==> src/rtl/sshp_pkg.sv <==
package sshp_pkg;
  typedef enum logic [1:0] {PH_HEAD, PH_WRITE, PH_READ, PH_SKIP} phase_t;

  localparam logic [4:0] DEV_CODE = 5'b01110;

  // header acceptance: fixed code in [7:3], identity in [2]
  function automatic logic head_hit(input logic [7:0] b, input logic id);
    return (b[7:3] == DEV_CODE) && (b[2] == id);
  endfunction
endpackage

==> src/rtl/sshp_sync.sv <==
module sshp_sync #(
  parameter int W = 3,
  parameter int STAGES = 2,
  parameter logic [W-1:0] RST_VAL = '0
) (
  input  logic         clk,
  input  logic         rst_n,
  input  logic [W-1:0] d,
  output logic [W-1:0] q
);
  logic [W-1:0] pipe [STAGES];

  for (genvar g = 0; g < STAGES; g++) begin : g_stage
    always_ff @(posedge clk) begin
      if (!rst_n) pipe[g] <= RST_VAL;
      else if (g == 0) pipe[g] <= d;
      else pipe[g] <= pipe[(g == 0) ? 0 : g-1];
    end
  end

  assign q = pipe[STAGES-1];
endmodule

==> src/rtl/sshp_rx.sv <==
module sshp_rx
  import sshp_pkg::*;
#(
  parameter int BW = 8
) (
  input  logic          clk,
  input  logic          rst_n,
  input  logic          cs_act,
  input  logic          rise,
  input  logic          sdi_s,
  input  logic          dev_id,
  output phase_t        phase,
  output logic          byte_done,
  output logic          head_ok,
  output logic          wr_valid,
  output logic          wr_rs,
  output logic [BW-1:0] wr_byte
);
  localparam int CW = $clog2(BW);

  logic [CW-1:0] bit_q;
  logic [BW-1:0] sh_q;
  logic          rs_q;
  logic [BW-1:0] nxt;

  assign nxt       = {sh_q[BW-2:0], sdi_s};
  assign byte_done = cs_act && rise && (bit_q == CW'(BW-1));
  assign head_ok   = byte_done && (phase == PH_HEAD) && head_hit(nxt, dev_id);

  always_ff @(posedge clk) begin
    if (!rst_n || !cs_act) begin
      bit_q    <= '0;
      sh_q     <= '0;
      phase    <= PH_HEAD;
      rs_q     <= 1'b0;
      wr_valid <= 1'b0;
      if (!rst_n) begin
        wr_rs   <= 1'b0;
        wr_byte <= '0;
      end
    end else begin
      wr_valid <= 1'b0;
      if (rise) begin
        sh_q  <= nxt;
        bit_q <= bit_q + 1'b1;
      end
      if (byte_done) begin
        case (phase)
          PH_HEAD: begin
            if (head_hit(nxt, dev_id)) begin
              phase <= nxt[0] ? PH_READ : PH_WRITE;
              rs_q  <= nxt[1];
            end else begin
              phase <= PH_SKIP;
            end
          end
          PH_WRITE: begin
            wr_valid <= 1'b1;
            wr_byte  <= nxt;
            wr_rs    <= rs_q;
          end
          default: ;
        endcase
      end
    end
  end
endmodule

==> src/rtl/sshp_tx.sv <==
module sshp_tx #(
  parameter int BW = 8,
  parameter int DUMMY = 2,
  parameter logic [BW-1:0] FILL = '0
) (
  input  logic          clk,
  input  logic          rst_n,
  input  logic          reading,
  input  logic          fall,
  input  logic [BW-1:0] rd_data,
  output logic          sdo,
  output logic          rd_req,
  output logic          load
);
  localparam int CW = $clog2(BW);
  localparam int IW = $clog2(DUMMY + 1);

  logic [CW-1:0] obit;
  logic [IW-1:0] idx;
  logic [BW-1:0] osh;
  logic          past_dummy;

  assign past_dummy = (idx == IW'(DUMMY));
  assign load       = reading && fall && (obit == '0);
  assign rd_req     = load && past_dummy;
  assign sdo        = osh[BW-1];

  always_ff @(posedge clk) begin
    if (!rst_n || !reading) begin
      obit <= '0;
      idx  <= '0;
      osh  <= '0;
    end else if (fall) begin
      obit <= obit + 1'b1;
      if (obit == '0) begin
        osh <= past_dummy ? rd_data : FILL;
        if (!past_dummy) idx <= idx + 1'b1;
      end else begin
        osh <= {osh[BW-2:0], 1'b0};
      end
    end
  end
endmodule

==> src/rtl/sshp_port.sv <==
module sshp_port
  import sshp_pkg::*;
#(
  parameter int BW = 8,
  parameter int DUMMY = 2,
  parameter int SYNC_STAGES = 2
) (
  input  logic          clk,
  input  logic          rst_n,
  input  logic          dev_id,
  input  logic          cs_n,
  input  logic          sclk,
  input  logic          sdi,
  output logic          sdo,
  output logic          sdo_oe,
  output logic          wr_valid,
  output logic          wr_rs,
  output logic [BW-1:0] wr_byte,
  output logic          rd_req,
  input  logic [BW-1:0] rd_data
);
  logic [2:0] raw, syn;
  logic       sclk_d;
  logic       cs_act, rise, fall, reading;
  logic       byte_done, head_ok, load;
  phase_t     phase;

  assign raw = {cs_n, sclk, sdi};

  sshp_sync #(.W(3), .STAGES(SYNC_STAGES), .RST_VAL(3'b100)) u_sync (
    .clk(clk), .rst_n(rst_n), .d(raw), .q(syn)
  );

  always_ff @(posedge clk) begin
    if (!rst_n) sclk_d <= 1'b0;
    else sclk_d <= syn[1];
  end

  assign cs_act  = !syn[2];
  assign rise    = syn[1] && !sclk_d;
  assign fall    = !syn[1] && sclk_d;
  assign reading = cs_act && (phase == PH_READ);
  assign sdo_oe  = reading;

  sshp_rx #(.BW(BW)) u_rx (
    .clk(clk), .rst_n(rst_n), .cs_act(cs_act), .rise(rise), .sdi_s(syn[0]),
    .dev_id(dev_id), .phase(phase), .byte_done(byte_done), .head_ok(head_ok),
    .wr_valid(wr_valid), .wr_rs(wr_rs), .wr_byte(wr_byte)
  );

  sshp_tx #(.BW(BW), .DUMMY(DUMMY)) u_tx (
    .clk(clk), .rst_n(rst_n), .reading(reading), .fall(fall),
    .rd_data(rd_data), .sdo(sdo), .rd_req(rd_req), .load(load)
  );
endmodule


==> config.mk <==
export PLATFORM = sky130hd
export DESIGN_NAME = sshp_port
export DESIGN_NICKNAME = d
export VERILOG_FILES = /design/src/rtl/sshp_pkg.sv /design/src/rtl/sshp_sync.sv /design/src/rtl/sshp_rx.sv /design/src/rtl/sshp_tx.sv /design/src/rtl/sshp_port.sv
export SDC_FILE = /design/constraint.sdc
export NUM_CORES = 1
export LEC_CHECK = 0
export BUFFER_PORTS_ARGS = -buffer_cell sky130_fd_sc_hd__buf_2
export CAP_MARGIN = 30
export CELL_PAD_IN_SITES_DETAIL_PLACEMENT = 1
export CELL_PAD_IN_SITES_GLOBAL_PLACEMENT = 2
export CORE_UTILIZATION = 37
export DETAILED_ROUTE_END_ITERATION = 8
export PLACE_DENSITY = 0.89
export SETUP_SLACK_MARGIN = 0.02
export SLEW_MARGIN = 25
export SYNTH_ARGS = -nofsm -noshare
export SYNTH_HDL_FRONTEND = slang
export SYNTH_SLANG_ARGS = --single-unit
==> constraint.sdc <==
create_clock -name clk -period 4 [get_ports clk]
set_input_delay 1.2 -clock clk [delete_from_list [all_inputs] [get_ports clk]]
set_output_delay 1.2 -clock clk [all_outputs]
set_load 0.005 [all_outputs]
==> summary.txt <==
Layout
  • Area growth from synthesis to layout: 16.32%
  • Finished Layout Cells: 244
  • Share of layout cells above drive strength 1: 19.27%
  • Nets: 210
  • Number of diodes: 0

Floorplanning
  • Core Region: about 4400 um2
  • DIE AREA: a little under 5000 um2
  • Num ports: 27
  • Die Span Y: between 60 and 70 um
  • Rows: 24
  • Die X-Extent: approximately 69 um
  • Starting Density: 38.56%

Detailed routing
  • DRC Markers: 0
  • Final antenna-violating net count: 0
  • Via count: between 1000 and 1500
  • Vias/cell: around 5.0
  • DRT iter0 DRCs: between 40 and 50
  • First-pass DRT Iterations: 4
  • WL per Instance: between 10 and 15 um
  • Routed wire length: around 3400 um

GRT
  • GRT Overall Usage: about 16%
  • Grt met3 use: under 10%
  • Grt ovf: 0
  • Grt peak-use layer: met2
  • First-pass GRT wire length: 5954 um
  • Vias in the first global route: approximately 1300
  • Initial antenna violation count: 0
  • Largest net degree at the start of global routing: 14
  • Grt met1 use: 18.29%
  • Grt met2 use: about 28%

Worst setup path
  • Critical Path Source Type: register
  • Worst r2r src: u_rx.bit_q[0]
  • Worst r2r path cells: 6
  • Maximum fanout along the worst path: 8
  • Reg-to-reg slack, setup: 2040 ps
  • R2r endpoint: u_rx.wr_byte[3]
  • Worst Path Required: between 2000 and 3000 ps
  • CP Class: register to primary output
  • CP arrival: approximately 1800 ps
  • Slowest stage delay, CP: about 370 ps
  • Max stage delay cell, worst path: and3_1
  • Worst setup EP type: primary output
  • Critical Path, Cell by Cell: inv_1 -> ha_1 -> nor2b_1 -> and3_1 -> and2_1 -> buf_2

Clock tree
  • Post-CTS sizing: 0
  • Clk sinks: 43
  • CTS Hold Bufs: 0
  • Maximum clock insertion buffer count: 2
  • Post-CTS Setup Bufs: 0
  • Worst skew pair latency: between 200 and 300 ps
  • H-tree depth: 2
  • Clock slew at reported path FFs: approximately 70 ps
  • TritonCTS buffer count: 5
  • Clock Tree Root: clkbuf_8
  • Clock tree from TritonCTS: built

Power
  • PwrDens: roughly 410 nW/um2
  • Switching power: 0.0001501 W
  • Clock Power Share: between 40% and 50%
  • Leak: about 0.74 nW
  • Cell-internal power: 0.0006452 W
  • Switching Share: 18.87%
  • Logic pwr share: about 3.1%
  • Worst VDD drop: 0.1607 mV
  • Flop pwr share: a little under three fifths

Yosys
  • Ranking of synthesized cells by area: dfxtp_1 41%, edfxtp_1 16%, and2_1 6.0%
  • Async S/R FF share, synth: 0%
  • Synth cell types: 29
  • Register area share after synthesis: between 50% and 60%
  • Syn. warnings: 0
  • Syn Inst Count: 165
  • Syn Nets: roughly 180
  • Main synth FF type: dfxtp_1
  • Number of synthesized flops with an enable pin: 9
  • Cell taking the most area after synthesis: dfxtp_1
  • Synthesized area: between 1500 and 2000 um2
  • Syn_area_per_cell: between 10 and 15 um2
  • #FFs+latches synth: 43
  • Synth top area share: just over 40%

Timing
  • Worst Tran Pin Value: between 700 and 800 ps
  • Slew Limit Fails: 0
  • F_max: around 340 MHz
  • Period utilization: 73.73%
  • Number of setup violations in the final report: 0
  • Smallest setup slack after layout: ~1100 ps
  • RSZ-0062 raised after global routing: no
  • Setup Total Neg Slack: 0 ps
  • Crit path time final: 2949 ps
  • Clock Skews: 8.168 ps
  • Relative slew slack: a little under half
  • Final Hold Fails: 0

Worst hold path
  • Min-Delay Endpoint: u_sync.pipe[1][2]
  • Hold Crit Start: u_sync.pipe[0][2]
  • Hold Path Stages: 1
  • Hold Crit Class: register to register

Placement
  • Placed cells: 236
  • Port Buffers: 26
  • GPL Wtd Cong: approximately 0.74
  • Hpwl dp: around 2600 um
  • Worst slack, placed: around 1200 ps

Run
  • Max cap viols: 0

Run status
  • Status: complete, no violations
## layer usage
layer | vias to the layer above | wire [um]
met3 | 4 | 107
met2 | 19 | 1710
met4 | 0 | 47
met1 | 585 | 1569
li1 | 612 | -
met5 | - | 0
## power groups by stage
| stage | combinational [W] | sequential (W) | clock, W |
|---|---|---|---|
| detailed placement | 0.0000250 | 0.000460 | 0 |
| finish | 0.0000243 | 0.000450 | 0.000321 |
| global route | 0.0000271 | 0.000451 | 0.000353 |
| floorplan | 0.0000123 | 0.000460 | 0 |
| global placement | 0.0000239 | 0.000460 | 0 |
| CTS | 0.0000250 | 0.000450 | 0.000330 |
## worst max-delay path by stage
stage,startpoint,end,slack [ps],cells after the start
CTS,u_tx.obit[0],rd_req,1040,6
detailed placement,rst_n,u_tx.idx[1],1230,4
global placement,rst_n,u_tx.idx[1],1400,4
global route,u_tx.obit[0],rd_req,910,6
finish,u_tx.obit[0],rd_req,1050,6
floorplan,u_tx.obit[0],rd_req,1620,6
## placed cells by master (no fill, tap or decap)
cell       synthesis  final
and2_1            16     16
nor2_1            16     16
a222oi_1           6      6
ha_1               5      5
and3_1             3      3
edfxtp_1           9      9
clkbuf_1           6      2
bufinv_16          0      1
buf_2              0     26
clkbuf_8           0      5
a22oi_1            1      1
or2b_4             1      1
nand4_1            1      1
inv_1              3      3
nand2_1           25     25
a211oi_1           2      2
nand2b_1           5      5
nand4_2            1      1
nor3_4             1      1
xor2_1             1      1
dfxtp_1           34     34
xnor2_1            3      3
nor3b_1            2      2
nand4b_1           1      1
mux2_4             1      1
a21oi_1           13     13
nor2b_1            3      3
and2b_1            1      1
nor3_1             2      2
nand3b_1           1      1
or3b_4             1      1
## state kept, by name, summed over array words and instances (netlist names)
signal	cells
u_sync.pipe	6
u_rx.rs_q	1
u_rx.wr_valid	1
u_rx.phase	2
sclk_d	1
u_rx.bit_q	3
u_tx.idx	2
u_rx.wr_byte	8
u_tx.obit	3
u_rx.sh_q	7
u_tx.osh	8
u_rx.wr_rs	1
## worst max-delay path, delay by kind of cell (launching register included)
family	cells	cell delay, ps
buffers and inverters	2	210
adder cells (fa/ha/maj)	1	170
AND/OR/NAND/NOR	3	750
flip-flops	1	340
## area by class of cell
class / count / area (um2)
multi-input combinational: 112 / 689.4
tap: 52 / 65.06
timing repair buffer: 26 / 130.1
inverter: 3 / 11.26
clock inverter: 1 / 30.03
sequential: 43 / 950.9
clock buffer: 7 / 76.32
fill: 512 / 2401
## synthesized netlist by cell type (3+ instances only)
cell	instances
dfxtp_1	34
nand2_1	25
and2_1	16
nor2_1	16
a21oi_1	13
edfxtp_1	9
a222oi_1	6
clkbuf_1	6
ha_1	5
nand2b_1	5
and3_1	3
inv_1	3
nor2b_1	3
xnor2_1	3
## cells by family (layout without fill, tap and decap cells)
family | after synthesis | count (layout) | share of synthesized area, %
DFF | 43 | 43 | 56.63
buffers and inverters | 10 | 37 | 2.310
muxes | 1 | 1 | 0.8939
AOI/OAI and AO/OA | 22 | 22 | 8.793
xor gates and xnor gates | 4 | 4 | 2.087
adders and majority gates | 5 | 5 | 3.726
and+or+nand+nor | 80 | 80 | 25.56
## metrics by stage
| step | hold WS [ps] | total power [W] | instance area (um2) | utilization (%) |
|---|---|---|---|---|
| global placement | 393.0 | 0.0004837 | 1847 | 42.41 |
| detailed placement | 411.3 | 0.0004852 | 1847 | 42.41 |
| global route | 445.1 | 0.0008310 | 1953 | 44.86 |
| finish | 421.4 | 0.0007953 | 1953 | 44.86 |
| CTS | 428.5 | 0.0008053 | 1953 | 44.86 |
| floorplan | 386.3 | 0.0004724 | 1679 | - |
(Power assumes the default switching activity.)
